--- src/rtl/tw_rx_pkg.sv ---
package tw_rx_pkg;

   // Control fields, listed from the earliest received bit to the latest
   typedef struct packed {
      logic       cp;
      logic [2:0] tst;
      logic       rsa;
      logic       rsb;
      logic       tune_off;
   } ctrl_t;

   // Serial control field width, including one trailing spare bit
   localparam int CTRL_BITS = $bits(ctrl_t) + 1;

   localparam ctrl_t CTRL_RESET = '{cp: 1'b1, tst: 3'b001, rsa: 1'b0,
                                    rsb: 1'b1, tune_off: 1'b1};

endpackage

--- src/rtl/tw_sync.sv ---
module tw_sync #(
   parameter int W      = 3,
   parameter int STAGES = 2
) (
   input  logic         clk,
   input  logic         rst_n,
   input  logic [W-1:0] d,
   output logic [W-1:0] q
);

   generate
      if (STAGES == 0) begin : g_bypass
         logic unused_bypass;
         assign unused_bypass = clk ^ rst_n;
         assign q = d;
      end else begin : g_chain
         logic [W-1:0] stg [STAGES];
         always_ff @(posedge clk or negedge rst_n) begin
            if (!rst_n) begin
               for (int i = 0; i < STAGES; i++) stg[i] <= '0;
            end else begin
               stg[0] <= d;
               for (int i = 1; i < STAGES; i++) stg[i] <= stg[i-1];
            end
         end
         assign q = stg[STAGES-1];
      end
   endgenerate

endmodule

--- src/rtl/tw_frame.sv ---
module tw_frame #(
   parameter int PORT_W = 4,
   parameter int FREQ_W = 15,
   parameter int SH_W   = 27,
   parameter int CNT_W  = 5
) (
   input  logic              clk,
   input  logic              rst_n,
   input  logic              en,
   input  logic              sck,
   input  logic              sd,
   output logic [SH_W-1:0]   sh_q,
   output logic [CNT_W-1:0]  word_len,
   output logic              port_ld,
   output logic              freq_ld,
   output logic              word_end
);

   localparam int PORT_EDGE = PORT_W + 1;
   localparam int FREQ_EDGE = PORT_W + FREQ_W + 1;

   logic             en_d, sck_d;
   logic [CNT_W-1:0] rise_cnt, fall_cnt;
   logic             en_rise, sck_rise, sck_fall;

   assign en_rise  = en & ~en_d;
   assign word_end = ~en & en_d;
   assign sck_rise = en & en_d & sck & ~sck_d;
   assign sck_fall = en & en_d & ~sck & sck_d;

   always_ff @(posedge clk or negedge rst_n) begin
      if (!rst_n) begin
         en_d     <= 1'b0;
         sck_d    <= 1'b0;
         rise_cnt <= '0;
         fall_cnt <= '0;
         sh_q     <= '0;
      end else begin
         en_d  <= en;
         sck_d <= sck;
         if (en_rise) begin
            rise_cnt <= '0;
            fall_cnt <= '0;
         end else begin
            if (sck_rise && rise_cnt != '1) rise_cnt <= rise_cnt + 1'b1;
            if (sck_fall) begin
               sh_q <= {sh_q[SH_W-2:0], sd};
               if (fall_cnt != '1) fall_cnt <= fall_cnt + 1'b1;
            end
         end
      end
   end

   // The count of edges already seen, so the Nth edge matches N-1
   assign port_ld  = sck_rise && (rise_cnt == CNT_W'(PORT_EDGE - 1));
   assign freq_ld  = sck_rise && (rise_cnt == CNT_W'(FREQ_EDGE - 1));
   assign word_len = fall_cnt;

endmodule

--- src/rtl/tw_commit.sv ---
module tw_commit
   import tw_rx_pkg::*;
#(
   parameter int PORT_W = 4,
   parameter int FREQ_W = 15,
   parameter int SH_W   = 27,
   parameter int CNT_W  = 5
) (
   input  logic              clk,
   input  logic              rst_n,
   input  logic [SH_W-1:0]   sh,
   input  logic [CNT_W-1:0]  word_len,
   input  logic              port_ld,
   input  logic              freq_ld,
   input  logic              word_end,
   output logic [PORT_W-1:0] port_q,
   output logic [FREQ_W-1:0] freq_q,
   output ctrl_t             ctrl_q
);

   localparam int SHORT_LEN = PORT_W + FREQ_W - 1;
   localparam int MID_LEN   = PORT_W + FREQ_W;
   localparam int LONG_LEN  = SH_W;

   logic is_short, is_mid, is_long;
   logic unused_sh;

   assign is_short  = word_end && (word_len == CNT_W'(SHORT_LEN));
   assign is_mid    = word_end && (word_len == CNT_W'(MID_LEN));
   assign is_long   = word_end && (word_len == CNT_W'(LONG_LEN));
   assign unused_sh = ^{sh[SH_W-1:FREQ_W], sh[0]};

   always_ff @(posedge clk or negedge rst_n) begin
      if (!rst_n) begin
         port_q <= '0;
         freq_q <= '0;
         ctrl_q <= CTRL_RESET;
      end else begin
         if (port_ld) port_q <= sh[PORT_W-1:0];
         if (freq_ld) freq_q <= sh[FREQ_W-1:0];
         if (is_short) begin
            freq_q     <= {1'b0, sh[FREQ_W-2:0]};
            ctrl_q.rsa <= 1'b1;
         end else if (is_mid) begin
            freq_q     <= sh[FREQ_W-1:0];
            ctrl_q.rsa <= 1'b0;
         end else if (is_long) begin
            ctrl_q <= ctrl_t'(sh[CTRL_BITS-1:1]);
         end
      end
   end

endmodule

--- src/rtl/tw_length_rx.sv ---
module tw_length_rx
   import tw_rx_pkg::*;
#(
   parameter int PORT_W      = 4,
   parameter int FREQ_W      = 15,
   parameter int SYNC_STAGES = 2
) (
   input  logic              clk,
   input  logic              rst_n,
   input  logic              fr_en,
   input  logic              fr_sck,
   input  logic              fr_sd,
   output logic [PORT_W-1:0] port_o,
   output logic [FREQ_W-1:0] freq_o,
   output logic              chg_pump_hi_o,
   output logic [2:0]        test_mode_o,
   output logic              ratio_a_o,
   output logic              ratio_b_o,
   output logic              tune_off_o
);

   localparam int SH_W  = PORT_W + FREQ_W + CTRL_BITS;
   localparam int CNT_W = $clog2(SH_W + 2);

   generate
      if (PORT_W < 1 || FREQ_W < 2) begin : g_bad_width
         $error("tw_length_rx: PORT_W must be >= 1 and FREQ_W >= 2");
      end
      if (SYNC_STAGES < 0) begin : g_bad_sync
         $error("tw_length_rx: SYNC_STAGES must be >= 0");
      end
   endgenerate

   logic [2:0]       sync_q;
   logic [SH_W-1:0]  sh;
   logic [CNT_W-1:0] word_len;
   logic             port_ld, freq_ld, word_end;
   ctrl_t            ctrl_q;

   tw_sync #(.W(3), .STAGES(SYNC_STAGES)) u_sync (
      .clk   (clk),
      .rst_n (rst_n),
      .d     ({fr_en, fr_sck, fr_sd}),
      .q     (sync_q)
   );

   tw_frame #(.PORT_W(PORT_W), .FREQ_W(FREQ_W), .SH_W(SH_W), .CNT_W(CNT_W)) u_frame (
      .clk      (clk),
      .rst_n    (rst_n),
      .en       (sync_q[2]),
      .sck      (sync_q[1]),
      .sd       (sync_q[0]),
      .sh_q     (sh),
      .word_len (word_len),
      .port_ld  (port_ld),
      .freq_ld  (freq_ld),
      .word_end (word_end)
   );

   tw_commit #(.PORT_W(PORT_W), .FREQ_W(FREQ_W), .SH_W(SH_W), .CNT_W(CNT_W)) u_commit (
      .clk      (clk),
      .rst_n    (rst_n),
      .sh       (sh),
      .word_len (word_len),
      .port_ld  (port_ld),
      .freq_ld  (freq_ld),
      .word_end (word_end),
      .port_q   (port_o),
      .freq_q   (freq_o),
      .ctrl_q   (ctrl_q)
   );

   assign chg_pump_hi_o = ctrl_q.cp;
   assign test_mode_o   = ctrl_q.tst;
   assign ratio_a_o     = ctrl_q.rsa;
   assign ratio_b_o     = ctrl_q.rsb;
   assign tune_off_o    = ctrl_q.tune_off;

endmodule

--- config.mk ---
export PLATFORM = sky130hd
export DESIGN_NAME = tw_length_rx
export DESIGN_NICKNAME = d
export VERILOG_FILES = /design/src/rtl/tw_rx_pkg.sv /design/src/rtl/tw_sync.sv /design/src/rtl/tw_frame.sv /design/src/rtl/tw_commit.sv /design/src/rtl/tw_length_rx.sv
export SDC_FILE = /design/constraint.sdc
export NUM_CORES = 1
export LEC_CHECK = 0
export ABC_CLOCK_PERIOD_IN_PS = 2700
export BUFFER_PORTS_ARGS = -buffer_cell sky130_fd_sc_hd__buf_2
export CAP_MARGIN = 0
export CORE_ASPECT_RATIO = 1.1
export CORE_UTILIZATION = 30
export DETAILED_ROUTE_END_ITERATION = 8
export MAX_ROUTING_LAYER = met4
export PLACE_DENSITY = 0.48
export SYNTH_ARGS = -nofsm -noshare
export SYNTH_HDL_FRONTEND = slang
export SYNTH_SLANG_ARGS = --single-unit
export TNS_END_PERCENT = 10
--- constraint.sdc ---
create_clock -name clk -period 2.7 [get_ports clk]
set_input_delay 0.54 -clock clk [delete_from_list [all_inputs] [get_ports clk]]
set_output_delay 0.54 -clock clk [all_outputs]
set_load 0.05 [all_outputs]
==> reports/summary.txt, run 1 <==
Number of standard cells after synthesis - 165
Share of final-layout standard cells stronger than drive strength 1 - 46.2%
Critical path class - flip-flop to flip-flop
Data required time at the worst endpoint - 2920 ps
Clock period minus worst slack - 2030 ps
Worst hold slack across all endpoints - 214 ps
Hold violation total from the final report - 0
Final TNS setup - 0 ps
Critical path capture point type - flip-flop
Routability congestion estimate from global placement - 0.666
Number of buffers created by CTS - 9
Pre-CTS setup slack - 652 ps
Transition time of the tightest slew-check pin - 640 ps
GRT Max-Usage Layer - met2
Commonest non-fill, non-tap cells in the layout - sky130_fd_sc_hd__dfrtp_1, sky130_fd_sc_hd__buf_2, sky130_fd_sc_hd__mux2_2
Antenna violations before repair - 0
Largest net degree at the start of global routing - 34
Yosys warns - 0
Total track usage - 11.8%
Met3 layer usage reported by global route - 3.77%
Htree depth - 3
Drt total wl - 4180 um
Die footprint - 8440 sq um
Final-report max-slew violation count - 0
# Post-CTS Setup Buffers - 0
Worst skew pair latency - 340 ps
TritonCTS Sinks - 59
Leakage power summed over all cells - 0.00148 uW
Worst Path Max Fanout - 14
Number of detailed-routing iterations run before antenna repair - 4
Quantity of hold-fixing buffers added after cts - 0
Initial Util - 30.8%
Number of global-route vias before repair - 1,410
Power per cell area - 679 nW/um^2
Achievable frequency - 494 MHz
Register area - 1480 sq um
Root cell of the clock tree - sky130_fd_sc_hd__clkbuf_8
Max-cap check violation count - 0
Net Count, Synth - 176
Total gr overflow - 0
HPWL reported at the end of detailed placement - 2810 um
Met2 usage in global routing - 17.1%
# port buffers - 30
Diodes inserted - 0
Status - completed
Summed instance area of the synthesized netlist - 2420 sq um
DR vias - 1,390
Die width - 87.7 um
Boundary Pins - 31
Area Overhead vs Synth - 21.5%
Startpoint type of the worst setup path - flip-flop
Multi-input gate area - 883 sq um
Cell type with the largest total area after synthesis - sky130_fd_sc_hd__dfrtp_1
Post-CTS Resized - 0
Final period util - 75.0%
WL/cell - 13.1 um
Unrepaired setup endpoints after global routing - no
Final Setup Violations - 0
Post-route ant nets - 0
Count of state elements after synthesis - 59
Violation count after the first detailed-route iteration - 39
Maximum clock path buffer count - 2
Final worst slack - 675 ps
Number of distinct library cell variants in the gate-level netlist after synthesis - 31
Maximum ir drop on the vdd rail - 0.303 mV
Mean post-synth cell area - 14.7 sq um
Site Rows - 34
Part of the Yosys area used for sequential elements - 61.2%
Slew margin rel. - 57.0%
Total power - 2000 uW
Filler cells - 777
Final-stage net count - 216
Die Height - 96.2 um
Cell types occupying the most area after synthesis - sky130_fd_sc_hd__dfrtp_1, sky130_fd_sc_hd__mux2_2, sky130_fd_sc_hd__mux2_4, sky130_fd_sc_hd__dfstp_2, sky130_fd_sc_hd__ha_1
Arrival time of data at the critical path endpoint - 2240 ps
Yosys top cell area share - 56.8%
Placeable Area - 7870 sq um
Path category of the worst min-delay check - input port to async pin
Number of vias per cell after detailed routing - 4.37
Commonest non-fill, non-tap cell in the layout - sky130_fd_sc_hd__dfrtp_1
Clock skew after layout - 10.8 ps
Clock tree from TritonCTS - built
Global-route wire length before repair - 7060 um
Utilization after layout - 37.4%
Residual DRC - 0
Clock-pin slew of the registers on the worst-case setup and hold paths - 70 ps
Met1 GRT Util - 14.7%
==> metal layers <==
| metal | vias up | wire [um] |
|---|---|---|
| met3 | 10 | 165 |
| li1 | 657 | - |
| met2 | 25 | 1870 |
| met5 | - | 0 |
| met4 | 0 | 95 |
| met1 | 698 | 2040 |
==> state kept, by name (all words and copies together) (netlist names) <==
signal / flops
u_commit.ctrl_q: 7
u_sync.q: 3
u_frame.sck_d: 1
u_sync.g_chain.stg: 3
u_commit.freq_q: 15
u_commit.port_q: 4
u_frame.sh_q: 15
u_frame.rise_cnt: 5
u_frame.word_len: 5
u_frame.en_d: 1
==> kinds of logic (layout without fill, tap and decap cells) <==
kind of cell	Yosys count	count (layout)	share of synthesized area, %
XOR/XNOR	5	5	1.81
buffers and inverters	9	54	2.38
multiplexers	40	40	20.1
adder cells (fa/ha/maj)	6	6	3.10
flip-flops	59	59	61.2
AO/OA/AOI/OAI	9	9	2.07
AND/OR/NAND/NOR	37	37	9.40
==> worst paths after layout <==
| path | start | endpoint | slack (ps) | cells past startpoint |
|---|---|---|---|---|
| hold reg to reg | u_sync.g_chain.stg[3] | u_sync.q[0] | 350 | 0 |
| max in group asynchronous | rst_n | u_commit.ctrl_q[6] | 1840 | 2 |
| hold / removal | rst_n | u_commit.ctrl_q[5] | 210 | 1 |
| setup / recovery | u_frame.word_len[2] | u_commit.freq_q[8] | 670 | 4 |
| min in group clk | fr_sd | u_sync.g_chain.stg[3] | 310 | 1 |
| setup reg to reg | u_frame.word_len[2] | u_commit.freq_q[8] | 670 | 4 |
==> worst max-delay path, stage by stage, from the launching register on <==
cell	delay [ps]
sky130_fd_sc_hd__dfrtp_1	460
sky130_fd_sc_hd__or2_1	280
sky130_fd_sc_hd__or4b_4	560
sky130_fd_sc_hd__nand2_4	250
sky130_fd_sc_hd__mux2_2	370
==> power breakdown <==
part | switching (uW) | internal [uW] | leakage, uW | total, uW
registers | 42.1 | 921 | 0.000784 | 963
clock network | 356 | 611 | 0.000119 | 967
logic | 35.0 | 35.3 | 0.000574 | 70.3
==> final cells by class <==
type	instances	area share, %
tap	108	4.59
inverter	5	0.637
clock inverter	7	3.95
sequential	59	50.3
multi-input combinational	97	30.0
timing repair buffer	33	6.29
clock buffer	9	4.21
==> synth_stat cells (all sizes together) <==
master	n
a21oi	2
and3	2
buf	2
clkbuf	2
dfrtp	55
dfstp	4
ha	6
inv	5
mux2	39
mux2i	1
nand2	4
nand2b	1
nand3	7
nand3b	1
nand4b	3
nor2	8
nor2b	1
nor3	3
nor3b	3
o21ai	6
o22a	1
or2	2
or4b	1
or4bb	1
xnor2	5
==> per-stage QoR <==
| stage | area, sq um | cells |
|---|---|---|
| 6_report | 2940 | 318 |
| 4_1_cts | 2940 | 318 |
| 2_1_floorplan | 2420 | 165 |
| 3_3_place_gp | 2700 | 302 |
| 5_1_grt | 2940 | 318 |
| 3_5_place_dp | 2700 | 302 |
(Power assumes the default switching activity.)
==> inputs of run 2 (changes only) <==
Settings changed: ABC_AREA set to 1, ABC_CLOCK_PERIOD_IN_PS 2700 to 1800, PLACE_DENSITY 0.48 to 0.49.
Clock period 2.7 ns to 1.8 ns, I/O delays scaled along.
==> run 2 against run 1 <==
Highest routed layer unchanged. Core utilization up 0.83 points. Critical endpoint is now u_frame.word_len[2]. Fmax grew 26%. Clock-buffer cell count up 1. Register-to-register slack got worse by 480 ps. Largest power group is now registers. Die area is 2.7% higher. Clock skew is 2.9 ps lower. Non-clock buffer count is 4 higher. Wire length rose by 21%. Global-route usage is 2.2 points higher.
==> reports/summary.txt, run 2 <==
Initial Util - 31.3%
Leakage power summed over all cells - 0.00154 uW
Clock period minus worst slack - 1600 ps
Total track usage - 14.0%
Root cell of the clock tree - sky130_fd_sc_hd__clkbuf_8
Commonest non-fill, non-tap cells in the layout - sky130_fd_sc_hd__nand2_1, sky130_fd_sc_hd__dfrtp_1, sky130_fd_sc_hd__buf_2
Delay of the slowest critical-path stage - 430 ps
Maximum clock path buffer count - 2
Sw frac - 24.1%
Area of placed instances - 2800 sq um
Yosys top cell area share - 55.3%
Die width - 88.8 um
Mean post-synth cell area - 9.32 sq um
Global-route wire length before repair - 8710 um
Final-report max-slew violation count - 0
Status - completed
Maximum ir drop on the vdd rail - 0.324 mV
Power dissipated by switching net loads - 712 uW
Filler cells - 825
Slew margin rel. - 68.7%
Yosys warns - 0
Highest-delay cell along the critical path - sky130_fd_sc_hd__dfrtp_1
Number of buffers created by CTS - 9
Clock tree from TritonCTS - built
Design area - 3040 sq um
Final period util - 89.1%
Power per cell area - 972 nW/um^2
WL/cell - 12.0 um
Drt total wl - 5060 um
Final-stage net count - 319
Cell types occupying the most area after synthesis - sky130_fd_sc_hd__dfrtp_1, sky130_fd_sc_hd__nand2_1, sky130_fd_sc_hd__nand3_1, sky130_fd_sc_hd__o21ai_1, sky130_fd_sc_hd__dfstp_2
Die footprint - 8660 sq um
DR vias - 1,833
Final worst slack - 196 ps
Final TNS setup - 0 ps
Share of power burned in registers - 48.1%
Boundary Pins - 31
# port buffers - 30
Share of final-layout standard cells stronger than drive strength 1 - 24.6%
Placeable Area - 7960 sq um
Commonest non-fill, non-tap cell in the layout - sky130_fd_sc_hd__nand2_1
Arrival time of data at the critical path endpoint - 1880 ps
Utilization after layout - 38.2%
Pre-CTS setup slack - 173 ps
Worst Path Max Fanout - 7
Commonest register cell after synthesis - sky130_fd_sc_hd__dfrtp_1
Number of detailed-routing iterations run before antenna repair - 4
Worst skew pair latency - 340 ps
Summed instance area of the synthesized netlist - 2490 sq um
Async set or reset register ratio after synthesis - 100%
Internal power component - 2250 uW
Number of standard cells in the layout, taps in and fillers out - 421
Achievable frequency - 624 MHz
Multi-input gate area - 871 sq um
Critical path capture point type - flip-flop
Final Setup Violations - 0
Antenna violations before repair - 0
Most common library cells after synthesis - sky130_fd_sc_hd__nand2_1, sky130_fd_sc_hd__dfrtp_1, sky130_fd_sc_hd__nand3_1, sky130_fd_sc_hd__o21ai_1, sky130_fd_sc_hd__inv_1
Count of state elements after synthesis - 59
Path category of the worst min-delay check - input port to flip-flop
Logic gate share of total power - 5.3%
Register area - 1480 sq um
Number of vias per cell after detailed routing - 4.35
Die Height - 97.5 um
TritonCTS Sinks - 59
Share of power burned in the clock network - 46.6%
Number of standard cells after synthesis - 267
Residual DRC - 0
Number of global-route vias before repair - 1,844
Routability congestion estimate from global placement - 0.749
# placed instances - 404
Htree depth - 3
Net Count, Synth - 278
Unrepaired setup endpoints after global routing - no
Largest net degree at the start of global routing - 26
Clock skew after layout - 7.96 ps
Cell type with the largest total area after synthesis - sky130_fd_sc_hd__dfrtp_1
Largest registers in the final layout - u_commit.freq_q: 15 flops, u_frame.sh_q: 15 flops, u_commit.ctrl_q: 7 flops
Hold violation total from the final report - 0
Critical path class - flip-flop to flip-flop
Cells along the critical path - ha_2, nand2_1, nor2_1, ha_1, nor2_2, nor2_2, nand2_1, o21ai_1
Cell with the most instances after synthesis - sky130_fd_sc_hd__nand2_1
Max-cap check violation count - 0
Number of distinct library cell variants in the gate-level netlist after synthesis - 23
Transition time of the tightest slew-check pin - 470 ps
Violation count after the first detailed-route iteration - 75
Post-route ant nets - 0
Total gr overflow - 0
HPWL reported at the end of detailed placement - 3560 um
Site Rows - 34
Diodes inserted - 0
Part of the Yosys area used for sequential elements - 59.5%
Clock-pin slew of the registers on the worst-case setup and hold paths - 70 ps
Startpoint type of the worst setup path - flip-flop
Area Overhead vs Synth - 22.2%
Count of flip-flops with a built-in enable after synthesis - 0
Data required time at the worst endpoint - 2070 ps
## run 2: critical path, delay by kind of cell, from the launching register on
kind | cells | cell delay [ps]
AO/OA/AOI/OAI | 1 | 80
AND/OR/NAND/NOR | 5 | 600
flip-flops | 1 | 430
adder cells (fa/ha/maj) | 2 | 430
## run 2: routing by layer
layer	vias to the layer above	track usage, %	routed length [um]
li1	941	-	-
met1	854	17.0	2400
met2	26	20.9	2380
met3	12	3.06	133
met4	0	8.56	154
met5	-	-	0
## run 2: worst paths after layout
kind	start	endpoint	slack, ps	depth (start not counted)
hold / removal	fr_en	u_sync.g_chain.stg[5]	130	1
max in group asynchronous	rst_n	u_commit.ctrl_q[0]	730	3
setup / recovery	u_frame.word_len[0]	u_frame.word_len[2]	200	8
hold reg to reg	u_sync.g_chain.stg[4]	u_sync.q[1]	350	0
min in group asynchronous	rst_n	u_frame.word_len[0]	500	2
setup reg to reg	u_frame.word_len[0]	u_frame.word_len[2]	200	8
## run 2: cell type report
| class | instances | area share, % |
|---|---|---|
| well taps | 108 | 4.44 |
| clock inverters | 6 | 2.92 |
| multi-input cells | 175 | 28.6 |
| repair buffers | 37 | 7.57 |
| clock buffers | 10 | 4.52 |
| inverters | 26 | 3.21 |
| flip-flops and latches | 59 | 48.7 |
## run 2: cells by family (layout without fill, tap and decap cells)
group           Yosys count  after routing  synth area share [%]
simple gates            137            137                  25.0
flops                    59             59                  59.5
xor+xnor                  1              1                 0.352
compound gates           31             31                  6.54
fa+ha+maj                 6              6                  3.02
buf+inv                  33             79                  5.58
## run 2: timing repair
action,in CTS,in global routing
setup buffers,0,0
hold buffers,1,0
resized for setup,0,1
endpoints found under the setup margin,0,2
endpoints found under the hold margin,16,0
## run 2: power by group through the flow
stage / clock, uW / sequential (uW) / combinational (uW)
floorplan: 0 / 1430 / 95.6
global placement: 0 / 1450 / 161
detailed placement: 0 / 1450 / 160
CTS: 1420 / 1420 / 163
global route: 1460 / 1430 / 184
finish: 1380 / 1420 / 158
## run 2: per-stage QoR
step | hold slack, ps | total power (uW)
final | 126 | 2960
after global routing | 104 | 3080
after CTS | 108 | 3000
after detailed placement | 335 | 1610
after global placement | 333 | 1610
after floorplan | 64.4 | 1530
==> inputs of run 3 (changes only) <==
Settings changed: CORE_UTILIZATION 30 to 53, PLACE_DENSITY 0.49 to 0.77, SYNTH_HIERARCHICAL set to 1.
==> run 3 against run 2 <==
Via count grew 5.2%. Synthesized area grew 2.7%. Hold slack gained 11 ps. Clock power shrank 27%. Non-clock buffer count is the same. Combinational power shrank 13%. Wire length shrank 6.4%. Flip-flop and latch count is the same. Largest cell class unchanged. Highest routed layer unchanged.
==> reports/summary.txt, run 3 <==
Share of final-layout standard cells stronger than drive strength 1 - 18.9%
Die footprint - 5100 sq um
Worst Path Max Fanout - 6
Largest registers in the final layout - u_commit/freq_q: 15 flops, u_frame/sh_q: 15 flops, u_commit/ctrl_q: 7 flops
Cells along the critical path - ha_1, nand2_1, nor2_1, ha_1, inv_1, nand4_1, nand3_1, nand2_1
Mean post-synth cell area - 9.00 sq um
Arrival time of data at the critical path endpoint - 1820 ps
Worst skew pair latency - 330 ps
# Post-CTS Setup Buffers - 0
Number of global-route vias before repair - 1,785
Internal power component - 1950 uW
Hold violation total from the final report - 0
Violation count after the first detailed-route iteration - 199
Multi-input gate area - 910 sq um
Clock skew after layout - 6.02 ps
HPWL reported at the end of detailed placement - 3230 um
Register area - 1480 sq um
WL/cell - 12.5 um
Number of vias per cell after detailed routing - 5.10
Number of cell instances on the worst register-to-register path - 8
Maximum clock path buffer count - 2
Share of power burned in registers - 55.3%
Final-stage net count - 327
TritonCTS Sinks - 59
Area of placed instances - 2740 sq um
Power per cell area - 883 nW/um^2
Post-route ant nets - 0
Leakage power summed over all cells - 0.00165 uW
Status - completed
Path category of the worst min-delay check - input port to flip-flop
Post-CTS Resized - 0
Max-cap check violation count - 0
Total gr overflow - 0
Site Rows - 26
Delay of the slowest critical-path stage - 420 ps
Clock tree from TritonCTS - built
Antenna violations before repair - 0
Sw frac - 24.3%
Critical path capture point type - flip-flop
Clock period minus worst slack - 1610 ps
Commonest non-fill, non-tap cells in the layout - sky130_fd_sc_hd__nand2_1, sky130_fd_sc_hd__nand3_1, sky130_fd_sc_hd__dfrtp_1
Design area - 2910 sq um
Placeable Area - 4650 sq um
Area Overhead vs Synth - 14.1%
Initial Util - 54.9%
Slew margin rel. - 67.4%
Number of buffers created by CTS - 9
Power dissipated by switching net loads - 627 uW
Root cell of the clock tree - sky130_fd_sc_hd__clkbuf_8
Yosys warns - 6
Commonest non-fill, non-tap cell in the layout - sky130_fd_sc_hd__nand2_1
Net Count, Synth - 294
Maximum ir drop on the vdd rail - 0.550 mV
Logic gate share of total power - 5.3%
Transition time of the tightest slew-check pin - 488 ps
Final period util - 89.4%
Global-route wire length before repair - 7910 um
Diodes inserted - 0
Unrepaired setup endpoints after global routing - no
Die Height - 74.8 um
Final Setup Violations - 0
Startpoint type of the worst setup path - flip-flop
Number of standard cells in the layout, taps in and fillers out - 378
Share of power burned in the clock network - 39.3%
Highest-delay cell along the critical path - sky130_fd_sc_hd__dfrtp_1
Clock-pin slew of the registers on the worst-case setup and hold paths - 60 ps
Number of detailed-routing iterations run before antenna repair - 4
Final TNS setup - 0 ps
Filler cells - 387
Die width - 68.2 um
Residual DRC - 0
Worst Hold Path Cells - 1
Critical path class - flip-flop to flip-flop
Htree depth - 3
Routability congestion estimate from global placement - 0.945
Data required time at the worst endpoint - 2010 ps
# port buffers - 30
Achievable frequency - 621 MHz
Number of standard cells after synthesis - 284
# placed instances - 361
DR vias - 1,928
Final-report max-slew violation count - 0
Total track usage - 22.1%
Boundary Pins - 31
Summed instance area of the synthesized netlist - 2550 sq um
Largest net degree at the start of global routing - 41
Drt total wl - 4740 um
[run 3: critical path, delay by kind of cell, from the launching register on]
kind	cells	cell delay (ps)
and+or+nand+nor	5	580
adders and majority gates	2	440
DFF	1	420
buffers and inverters	1	60
[run 3: path summary, 6_finish.rpt]
path / from / to / slack (ps)
worst max-delay path: u_frame/rise_cnt[0] / u_frame/rise_cnt[4] / 190
worst min-delay path: fr_sck / u_sync/g_chain.stg[4] / 140
worst max register to register: u_frame/rise_cnt[0] / u_frame/rise_cnt[4] / 190
worst min register to register: u_sync/g_chain.stg[5] / u_sync/q[2] / 350
max in group asynchronous: rst_n / u_commit/ctrl_q[0] / 670
min in group asynchronous: rst_n / u_commit/freq_q[10] / 510
[run 3: area by class of cell]
type | instances | share of cell area, %
well taps | 56 | 2.40
multi-input cells | 191 | 31.2
repair buffers | 37 | 7.47
clock inverters | 3 | 0.515
clock buffers | 13 | 5.11
flip-flops and latches | 59 | 50.8
inverters | 19 | 2.45
[run 3: metal layers]
| metal | GRT usage, % | wire length (um) | up-vias |
|---|---|---|---|
| li1 | - | - | 972 |
| met1 | 28.3 | 2270 | 907 |
| met2 | 31.4 | 2240 | 44 |
| met3 | 7.12 | 201 | 5 |
| met4 | 10.9 | 33 | 0 |
| met5 | - | 0 | - |
[run 3: stage by stage]
stage                     power [uW]  hold slack [ps]  utilization, %  setup WS [ps]
after floorplan                 1520             64.4               -            218
after global placement          1580              337            58.9            269
after detailed placement        1590              336            58.9            213
after CTS                       2610              115            62.6            198
after global routing            2700              112            62.6           48.3
final                           2570              138            62.6            190
[run 3: what timing repair did]
| action | in CTS | in global routing |
|---|---|---|
| hold buffers | 1 | 0 |
| hold endpoints to repair | 19 | 0 |
| setup endpoints to repair | 0 | 0 |
[run 3: power by group through the flow]
stage                     clock network, uW  logic [uW]  registers, uW
final                                  1010         138           1420
after global routing                   1110         159           1430
after CTS                              1050         140           1420
after detailed placement                  0         138           1450
after global placement                    0         135           1440
after floorplan                           0        82.7           1440
